[config.mk]
export PLATFORM = sky130hd
export DESIGN_NAME = mode_ctl_port
export DESIGN_NICKNAME = d
export VERILOG_FILES = /design/src/rtl/mctl_pkg.sv /design/src/rtl/mctl_sync.sv /design/src/rtl/mctl_shifter.sv /design/src/rtl/mctl_pacer.sv /design/src/rtl/mode_ctl_port.sv
export SDC_FILE = /design/constraint.sdc
export NUM_CORES = 1
export LEC_CHECK = 0
export BUFFER_PORTS_ARGS = -buffer_cell sky130_fd_sc_hd__clkbuf_2
export CAP_MARGIN = 5
export CORE_MARGIN = 1
export CORE_UTILIZATION = 25
export CTS_BUF_LIST = sky130_fd_sc_hd__clkbuf_4
export DETAILED_ROUTE_END_ITERATION = 8
export PLACE_DENSITY = 0.39
export SYNTH_ARGS = -nofsm -noshare
export SYNTH_HDL_FRONTEND = slang
export SYNTH_HIERARCHICAL = 1
export SYNTH_SLANG_ARGS = --single-unit
[constraint.sdc]
create_clock -name clk -period 2.9 [get_ports clk]
set_input_delay 0.29 -clock clk [delete_from_list [all_inputs] [get_ports clk]]
set_output_delay 0.29 -clock clk [all_outputs]
set_load 0.05 [all_outputs]
[src/rtl/mctl_pkg.sv]
package mctl_pkg;

    localparam int CMD_W = 8;

    typedef struct packed {
        logic deemph;
        logic mute;
        logic dbl;
        logic atten;
    } flags_t;

    typedef enum logic [1:0] {
        CK_FLAGS   = 2'd0,
        CK_STEP_DN = 2'd1,
        CK_STEP_UP = 2'd2
    } cmd_kind_e;

    function automatic cmd_kind_e classify(input logic [CMD_W-1:0] w);
        if (!w[CMD_W-1])
            return CK_FLAGS;
        return w[CMD_W-2] ? CK_STEP_UP : CK_STEP_DN;
    endfunction

    function automatic flags_t nibble_to_flags(input logic [3:0] n);
        return flags_t'(n);
    endfunction

endpackage

[src/rtl/mctl_sync.sv]
module mctl_sync #(
    parameter int W      = 5,
    parameter int STAGES = 2
) (
    input  logic         clk,
    input  logic         rst,
    input  logic [W-1:0] d_i,
    output logic [W-1:0] q_o
);
    logic [W-1:0] st [STAGES];

    generate
        for (genvar s = 0; s < STAGES; s++) begin : g_stage
            always_ff @(posedge clk) begin
                if (rst)
                    st[s] <= '0;
                else if (s == 0)
                    st[s] <= d_i;
                else
                    st[s] <= st[(s == 0) ? 0 : s-1];
            end
        end
    endgenerate

    assign q_o = st[STAGES-1];
endmodule

[src/rtl/mctl_shifter.sv]
module mctl_shifter #(
    parameter int CMD_W = 8
) (
    input  logic             clk,
    input  logic             rst,
    input  logic             en_i,
    input  logic             sdata_i,
    input  logic             sclk_i,
    input  logic             slat_i,
    output logic             accept_o,
    output logic             load_o,
    output logic [CMD_W-1:0] word_o
);
    logic             prev_clk, prev_lat;
    logic [CMD_W-1:0] shreg;
    logic             clk_rise, lat_rise;

    assign clk_rise = sclk_i & ~prev_clk;
    assign lat_rise = slat_i & ~prev_lat;
    assign accept_o = en_i & lat_rise & sclk_i;

    always_ff @(posedge clk) begin
        if (rst) begin
            prev_clk <= 1'b0;
            prev_lat <= 1'b0;
            shreg    <= '0;
            word_o   <= '0;
            load_o   <= 1'b0;
        end else begin
            prev_clk <= sclk_i;
            prev_lat <= slat_i;
            load_o   <= accept_o;
            if (en_i && clk_rise && !slat_i)
                shreg <= {shreg[CMD_W-2:0], sdata_i};
            if (accept_o)
                word_o <= shreg;
        end
    end
endmodule

[src/rtl/mctl_pacer.sv]
module mctl_pacer #(
    parameter int GAP = 1_100_000
) (
    input  logic clk,
    input  logic rst,
    input  logic req_i,
    input  logic up_i,
    output logic step_o,
    output logic step_up_o,
    output logic rej_o
);
    localparam int CW = $clog2(GAP + 1);

    logic [CW-1:0] cnt;
    logic          ready;

    assign ready = (cnt == '0);

    always_ff @(posedge clk) begin
        if (rst) begin
            cnt       <= '0;
            step_o    <= 1'b0;
            step_up_o <= 1'b0;
            rej_o     <= 1'b0;
        end else begin
            step_o <= 1'b0;
            rej_o  <= 1'b0;
            if (!ready)
                cnt <= cnt - 1'b1;
            if (req_i) begin
                if (ready) begin
                    step_o    <= 1'b1;
                    step_up_o <= up_i;
                    cnt       <= CW'(GAP - 1);
                end else begin
                    rej_o <= 1'b1;
                end
            end
        end
    end
endmodule

[src/rtl/mode_ctl_port.sv]
module mode_ctl_port
    import mctl_pkg::*;
#(
    parameter int GAP_CYCLES  = 1_100_000,
    parameter int SYNC_STAGES = 2
) (
    input  logic             clk,
    input  logic             rst,
    input  logic             mode_sel_i,
    input  logic [3:0]       app_i,
    output logic             atten_o,
    output logic             dbl_speed_o,
    output logic             mute_o,
    output logic             deemph_o,
    output logic [CMD_W-1:0] cmd_word_o,
    output logic             step_o,
    output logic             step_up_o,
    output logic             step_rej_o
);
    localparam int PIN_W = 5;

    logic [PIN_W-1:0] s_pins;
    logic             s_sel;
    logic [3:0]       s_app;
    logic             ser_en;
    logic             lat_accept;
    logic             load;
    cmd_kind_e        kind;
    flags_t           flag_reg;
    flags_t           flags;

    mctl_sync #(.W(PIN_W), .STAGES(SYNC_STAGES)) u_sync (
        .clk (clk),
        .rst (rst),
        .d_i ({mode_sel_i, app_i}),
        .q_o (s_pins)
    );

    assign s_sel  = s_pins[4];
    assign s_app  = s_pins[3:0];
    assign ser_en = s_sel & ~s_app[3];

    mctl_shifter #(.CMD_W(CMD_W)) u_shift (
        .clk      (clk),
        .rst      (rst),
        .en_i     (ser_en),
        .sdata_i  (s_app[0]),
        .sclk_i   (s_app[1]),
        .slat_i   (s_app[2]),
        .accept_o (lat_accept),
        .load_o   (load),
        .word_o   (cmd_word_o)
    );

    assign kind = classify(cmd_word_o);

    always_ff @(posedge clk) begin
        if (rst)
            flag_reg <= '0;
        else if (load && kind == CK_FLAGS)
            flag_reg <= nibble_to_flags(cmd_word_o[3:0]);
    end

    mctl_pacer #(.GAP(GAP_CYCLES)) u_pace (
        .clk       (clk),
        .rst       (rst),
        .req_i     (load && kind != CK_FLAGS),
        .up_i      (kind == CK_STEP_UP),
        .step_o    (step_o),
        .step_up_o (step_up_o),
        .rej_o     (step_rej_o)
    );

    assign flags       = s_sel ? flag_reg : nibble_to_flags(s_app);
    assign atten_o     = flags.atten;
    assign dbl_speed_o = flags.dbl;
    assign mute_o      = flags.mute;
    assign deemph_o    = flags.deemph;
endmodule

Word level (Yosys, flattened, before mapping)
Memory sizes are Yosys's and may differ from the RTL's.
Index checks and enable logic that the tools add are counted.
Widths: inputs -> output; s select.
{ "totals": {"ramBits": 10, "ff_bits": 47, "out_inout_bits": 15, "mem_count": 1, "inputBits": 7} }
{ "classes": {"eq_ne": 1, "bitwise": 11, "addsub": 1, "reduce_logical": 10, "muxes": 13} }
{ "memory_table": {"columns": ["memory", "words", "word_bits", "read_ports", "rd_ports_with_merged_regs", "wr", "line", "source"], "rows": [
  ["u_sync.st", 2, 5, 2, 0, 2, "mctl_sync.sv:10", "logic [W-1:0] st [STAGES];"]
]} }
{ "op_table": {"columns": ["op", "n"], "rows": [
  ["$mux 21", 3],
  ["$logic_not 21->1", 1],
  ["$sub 21x1->21 const B", 1],
  ["$mux 5", 2],
  ["$and 1x1->1", 5],
  ["$mux 1", 5],
  ["$logic_and 1x1->1", 4],
  ["$mux 2", 2],
  ["$mux 4", 1],
  ["$not 1->1", 4],
  ["$eq 2x2->1 const B", 1],
  ["$logic_not 2->1", 1],
  ["$or 1x1->1", 2],
  ["$reduce_and 2->1", 1],
  ["$reduce_bool 2->1", 1],
  ["$reduce_or 2->1", 1],
  ["$logic_not 1->1", 1]
]} }

Longest topological paths before layout
Gate-level depths: netlist of the first run.
{ "logic_depth": {"ltp_word": 6, "ltp_mapped": 10, "mapped_depth_nobuf": 9} }

Hierarchy
Netlist of the first run, hierarchy kept.
{ "by_module_without_submodules": {"columns": ["module", "instances", "area_each_um2", "seq_area_each_um2", "cells_each"], "rows": [
  ["mctl_pacer", 1, 1244.9, 480.5, 136],
  ["mctl_shifter", 1, 721.9, 380.4, 62],
  ["mctl_sync", 1, 262.8, 200.2, 20],
  ["mode_ctl_port", 1, 247.7, 80.1, 24]
]} }

Worst setup path after synthesis of the first run
No wires, ideal clock.
{ "synth_timing": {"kind": "flip-flop to flip-flop", "startpoint": "reg u_pace.cnt[0]", "endpoint": "reg u_pace.cnt[0]", "path_slack_ns": 0.794, "setup_ns": 0.128, "arrival_time_ns": 1.979, "period_less_slack_ns": 2.106, "required_time_ns": 2.772, "path_stages_with_launch": 10, "path_cell_list": "dfxtp_1 -> inv_1 -> ha_1 -> or4b_4 -> nor3_4 -> nand2_1 -> buf_4 -> ha_1 -> mux2i_1 -> nor2_1"} }
{ "synth_via": {"elab_chain_cells": 4} }
{ "synth_lines": {"columns": ["item", "line", "source"], "rows": [
  ["from (decl)", "mctl_pacer.sv:14", "logic [CW-1:0] cnt;"],
  ["from (signal assigned)", "mctl_pacer.sv:29", "cnt <= cnt - 1'b1;"],
  ["from (signal assigned)", "mctl_pacer.sv:34", "cnt <= CW'(GAP - 1);"],
  ["$sub 21x1->21 or $logic_not 21->1 (tied branches)", "mctl_pacer.sv:29, mctl_pacer.sv:17", null],
  ["$mux 21", "mctl_pacer.sv:28", "if (!ready)"],
  ["$mux 21", "mctl_pacer.sv:31", "if (ready) begin"],
  ["$mux 21 *", "mctl_pacer.sv:30", "if (req_i) begin"]
]} }
Mark *: on every way between the ends. The rest lies on a longest branch, timed or not.
A chain may end at the register's enable or synchronous reset.

Worst setup path after layout of the first run
{ "layout_timing": {"startpoint": "reg u_pace.cnt[0]", "endpoint": "reg u_pace.cnt[15]"} }
The elaborated chain is that of the path after synthesis.

==> results of run 1 <==
[placed cells by master (no fill, tap or decap), types with 2 or more instances in the layout]
master,count
dfxtp_1,57
nand2b_1,23
clkbuf_2,21
nor2_1,20
mux2i_1,19
nor2b_1,16
nor3_1,11
clkbuf_4,9
a211oi_1,7
a21oi_1,6
nand4bb_1,5
clkinv_2,5
xnor2_1,5
mux2_2,4
o21ai_1,4
buf_4,4
or3_1,4
and2_1,3
nand2_1,3
inv_1,3
nor4b_1,3
nor4_1,3
nand3_1,3
or2_2,2
a2111oi_2,2
nand4_1,2
o21ai_0,2
ha_1,2
[path summary, 6_finish.rpt]
path                                       from               to  slack, ns
worst max register to register    u_pace/cnt[0]   u_pace/cnt[15]       0.43
worst max-delay path              u_pace/cnt[0]   u_pace/cnt[15]       0.43
worst min register to register  u_sync/st[0][4]  u_sync/st[1][4]       0.44
worst min-delay path                   app_i[0]  u_sync/st[0][0]       0.10
[area by class of cell]
cell class,count,area [µm²],area share (%)
clock inverters,6,36.3,1.28
inverters,4,16.3,0.574
repair buffers,25,135,4.77
multi-input cells,172,1270,45.0
clock buffers,9,67.6,2.39
well taps,129,161,5.70
flip-flops and latches,57,1140,40.3
[logic make-up after synthesis]
logic type      after synthesis  share of synthesized area, %
compound gates               29                          8.84
xor+xnor                      5                          1.77
fa+ha+maj                     2                          1.01
simple gates                113                          30.4
flops                        57                          46.1
mux                          23                          9.49
buf+inv                      13                          2.47
[through the flow]
| step | cells | total power, W | util (%) | cell area (µm²) |
|---|---|---|---|---|
| after floorplan | 242 | 0.00197 | - | 2480 |
| after global placement | 387 | 0.00222 | 29.0 | 2730 |
| after detailed placement | 387 | 0.00221 | 29.0 | 2730 |
| after CTS | 402 | 0.00270 | 30.1 | 2830 |
| after global routing | 402 | 0.00288 | 30.1 | 2830 |
| final | 402 | 0.00267 | 30.1 | 2830 |
[routing by layer]
metal	share of wire (%)	routed length, µm	global-route usage [%]	up-vias
met5	0	0	0	-
met4	1.9	99	6.69	0
met3	3.6	189	2.83	9
met2	41	2120	15.7	33
met1	54	2810	15.8	811
li1	-	-	-	934
[power by group through the flow]
stage | combinational [W] | sequential (W) | clock (W)
4_1_cts | 0.00115 | 0.00105 | 0.000501
3_3_place_gp | 0.00115 | 0.00107 | 0
2_1_floorplan | 0.000936 | 0.00103 | 0
3_5_place_dp | 0.00115 | 0.00107 | 0
6_report | 0.00114 | 0.00105 | 0.000472
5_1_grt | 0.00127 | 0.00107 | 0.000534
==> impl_metrics.yaml, run 1 <==
worst_setup_path:
  required_ns: 3.17
  r2r_cells: 7
  crit_type: "reg -> reg"
  cp_num_buf_inv: 1
  arrival_ns: 2.74
  startpoint_type: "flop"
  crit_chain: "inv_1 -> ha_1 -> or4b_4 -> nor3_4 -> nand2_1 -> and3_1 -> or3_1"
  path_max_fanout: 11
  cp.depth: 7
  cp_top_family: "simple AND/OR/NAND/NOR gates"
  crit_path_end_kind: "flop"
  cp_slowest_cell: "or4b_4"
  crit_path_max_incr_delay_ns: 0.51
timing:
  whs_ns: 0.103
  finClkSkew_ns: 0.0164
  finalHoldViolations: 0
  rsz0062_at_grt: "false"
  setup_tns_ns: 0
  fin_crit_ns: 2.47
  setup_viol: 0
  fin_ws_ns: 0.435
  relSlewSlack_pct: 55.7
  worstMarginPinSlew_ns: 0.655
  timing.fmax_ghz: 0.406
  finalCritPeriodShare_pct: 85.0
  maxSlewViolCount: 0
pwr:
  switching_power_w: 0.00112
  p_per_area_nw_per_um2: 942
  internal_power_w: 0.00155
  p_sw_share_pct: 41.8
  power.leakage_nw: 1.09
  p_seq_share_pct: 39.4
  power_frac_comb_pct: 42.9
  p_clk_share_pct: 17.7
  irDropWorstVdd_mv: 0.299
global_route:
  overflow: 0
  antenna_found_initial: 0
  grt_usage_pct: 11.4
  grt_max_degree: 30
  grt_pass1_wl_um: 8710
  first_global_vias: 1716
layout:
  area_delta_synth_final_pct: 14.3
  antenna-diode-count: 0
  layout.nets: 278
  drive_gt1_share_pct: 21.6
  top_regs: "u_pace/cnt: 21 flops, u_sync/st: 10 flops"
  largest-register: "u_pace/cnt"
  num-fill-cells: 1025
  largest_register_ffs: 21
yosys:
  ys.flop_type: "dfxtp_1"
  ys_warn_count: 6
  synth_top_cell_area_share_pct: 46.1
  synth_area_per_cell_um2: 10.2
  synth_area_um2: 2480
  synthTopCellsByArea: "dfxtp_1 46%, mux2i_1 7.7%, nand2b_1 5.8%"
  ys_ff_latch: 57
  synth.most_common_cell: "dfxtp_1"
  async_flop_share_pct: 0
  syn-num-nets: 251
  synth_cell_types: 51
  synthCells: 242
  yosysSeqAreaShare_pct: 46.1
  synth_largest_area_cell: "dfxtp_1"
  ys_top_cells_by_count: "57 x dfxtp_1, 23 x nand2b_1, 20 x nor2_1"
  synth_edf_count: 0
clock_tree:
  cts_hold_buf: 0
  htreeDepth: 3
  cts_resized: 0
  cts_sinks: 57
  numCtsBuffers: 9
  clk_latency_ns: 0.39
  cts_tree: "done"
  cts_root_buf: "clkbuf_4"
  clockBufferDepth: 2
  post_cts_buffers: 0
  path_clk_slew_ns: 0.11
placement:
  hpwl_um: 3710
  gp_congestion: 0.731
  io_buffer_count: 21
  dp_worst_setup_slack_ns: 0.447
floorplanning:
  core_area_um2: 9420
  die_area_um2: 10300
  ios: 22
  row_count: 35
  die_h_um: 102
  die_w_um: 102
  start_util_pct: 26.3
detailed_routing:
  drt-total-wl_um: 5220
  dr.pass1.iters: 4
  drt_first_iter_violations: 66
  drc: 0
  ant_nets: 0
  viasPerCell: 4.45
  wl_per_cell_um: 13.0
  vias: 1787
flow_run:
  maxCapViolCount: 0
status:
  status: "complete, no violations"
min_path:
  holdPathStages: 2
  min_path_type: "in -> reg"
(Power assumes the default switching activity.)
==> inputs of run 2 (changes only) <==
--- a/config.mk
+++ b/config.mk
@@ -14,5 +14,4 @@
 export PLACE_DENSITY = 0.39
 export SYNTH_ARGS = -nofsm -noshare
 export SYNTH_HDL_FRONTEND = slang
-export SYNTH_HIERARCHICAL = 1
 export SYNTH_SLANG_ARGS = --single-unit
==> impl_metrics.yaml, run 2 <==
floorplanning:
  die_area_um2: 10100
  row_count: 35
  core_area_um2: 9330
  ios: 22
  start_util_pct: 25.9
  die_w_um: 100
  die_h_um: 100
clock_tree:
  cts_hold_buf: 0
  numCtsBuffers: 9
  clk_latency_ns: 0.40
  cts_resized: 0
  clockBufferDepth: 2
  post_cts_buffers: 0
  cts_sinks: 57
  path_clk_slew_ns: 0.10
  cts_tree: "done"
  cts_root_buf: "clkbuf_4"
  htreeDepth: 3
layout:
  layout_common_cells: "57 x dfxtp_1, 34 x nor2_1, 23 x mux2i_1, 21 x clkbuf_2, 13 x nor2b_1"
  stdcell_area_um2: 2780
  final_common_cell: "dfxtp_1"
  fin_cells: 410
  top_regs: "u_pace.cnt: 21 flops, u_sync.st: 10 flops"
  antenna-diode-count: 0
  largest_register_ffs: 21
  layout.nets: 286
  area_delta_synth_final_pct: 15.0
  drive_gt1_share_pct: 18.5
  largest-register: "u_pace.cnt"
placement:
  dp.cells: 395
  gp_congestion: 0.783
  placedInstanceArea_um2: 2660
  hpwl_um: 3810
  io_buffer_count: 21
detailed_routing:
  drt_first_iter_violations: 70
  drc: 0
  vias: 1918
  ant_nets: 0
  viasPerCell: 4.68
  wl_per_cell_um: 13.6
  dr.pass1.iters: 4
  drt-total-wl_um: 5580
timing:
  relSlewSlack_pct: 45.8
  rsz0062_at_grt: "false"
  finalCritPeriodShare_pct: 83.5
  fin_crit_ns: 2.42
  worstMarginPinSlew_ns: 0.813
  maxSlewViolCount: 0
  setup_viol: 0
  finalHoldViolations: 0
  timing.fmax_ghz: 0.413
  finClkSkew_ns: 0.0126
  setup_tns_ns: 0
flow_run:
  maxCapViolCount: 0
yosys:
  ys_ff_latch: 57
  synth_top_cell_area_share_pct: 47.2
  synth_area_per_cell_um2: 9.45
  synth_largest_area_cell: "dfxtp_1"
  syn-num-nets: 265
  synth_area_um2: 2420
  synth_cell_types: 43
  synth.most_common_cell: "dfxtp_1"
  ys_top_cells_by_count: "57 x dfxtp_1, 34 x nor2_1, 23 x mux2i_1"
  async_flop_share_pct: 0
  synthCells: 256
  synth_edf_count: 0
  ys.flop_type: "dfxtp_1"
  yosysSeqAreaShare_pct: 47.2
  ys_warn_count: 0
  synthTopCellsByArea: "dfxtp_1 47%, mux2i_1 9.5%, nor2_1 5.3%"
pwr:
  power.leakage_nw: 1.11
  p_per_area_nw_per_um2: 988
  irDropWorstVdd_mv: 0.294
global_route:
  grt_max_degree: 40
  antenna_found_initial: 0
  grt_usage_pct: 12.3
  overflow: 0
  first_global_vias: 1799
  grt_pass1_wl_um: 9230
worst_setup_path:
  required_ns: 3.16
  startpoint_type: "flop"
  arrival_ns: 2.69
  crit_type: "reg -> reg"
  crit_path_end_kind: "flop"
  path_max_fanout: 7
min_path:
  min_path_type: "in -> reg"
status:
  status: "complete, no violations"
run 2: cell count changes in the layout (fill, tap and decap cells not counted), moves of 4 or more:
cell       change
a31oi_1        +5
mux2i_1        +4
a21oi_1        +5
o21ai_1        -4
nor3_1         -5
nand4bb_1      -5
o21ai_0        +9
xnor2_1        -5
or4_1          +5
nor2_1        +14
nand2b_1      -18
a211oi_1       -4
nor4_1         +6
run 2: report_power, final:
group	total, W	switching (W)	internal, W
sequential	0.00103	0.000138	0.000896
clock	0.000565	0.000311	0.000253
combinational	0.00115	0.000742	0.000409
total	0.00275	0.00119	0.00156
run 2: routing by layer:
metal,up-vias,GRT usage [%],wire (µm),part of all wire [%]
met5,-,0,0,0
met3,9,2.72,124,2.2
met4,0,7.02,121,2.2
met2,27,17.9,2400,43
met1,903,16.6,2930,53
li1,979,-,-,-
run 2: path summary, 6_finish.rpt:
path	slack (ns)	cells past startpoint	start	endpoint
worst max-delay path	0.48	8	u_pace.cnt[0]	u_pace.cnt[0]
worst min-delay path	0.1	2	mode_sel_i	u_sync.st[0][4]
worst max register to register	0.48	8	u_pace.cnt[0]	u_pace.cnt[0]
worst min register to register	0.44	1	u_sync.st[0][2]	u_sync.st[1][2]
run 2: layout make-up:
cell class | count | area [µm²]
clock buffer | 9 | 67.6
sequential | 57 | 1140
timing repair buffer | 25 | 135
tap | 129 | 161
clock inverter | 6 | 60.1
multi-input combinational | 178 | 1200
inverter | 6 | 22.5
fill | 991 | 6540
run 2: kinds of logic (layout without fill, tap and decap cells):
kind of cell | after synthesis | in the layout | share of synthesized area (%)
fa+ha+maj | 2 | 2 | 1.03
flops | 57 | 57 | 47.2
simple gates | 100 | 100 | 23.4
compound gates | 49 | 49 | 13.4
buf+inv | 21 | 46 | 3.62
mux | 27 | 27 | 11.4
run 2: per-stage QoR:
step | power (W) | hold WS, ns | setup slack (ns) | util [%]
after floorplan | 0.00189 | 0.414 | 0.755 | -
after global placement | 0.00220 | 0.419 | 0.529 | 28.5
after detailed placement | 0.00220 | 0.420 | 0.469 | 28.5
after CTS | 0.00278 | 0.0669 | 0.446 | 29.8
after global routing | 0.00297 | 0.0813 | 0.294 | 29.8
final | 0.00275 | 0.0982 | 0.477 | 29.8
run 2: worst max-delay path, cell delays in order (launching register included):
cell,delay (ns)
dfxtp_1,0.35
inv_1,0.06
ha_1,0.23
or4b_1,0.62
nor4_4,0.40
nand2_1,0.13
ha_1,0.32
a21oi_1,0.13
nor2_1,0.05
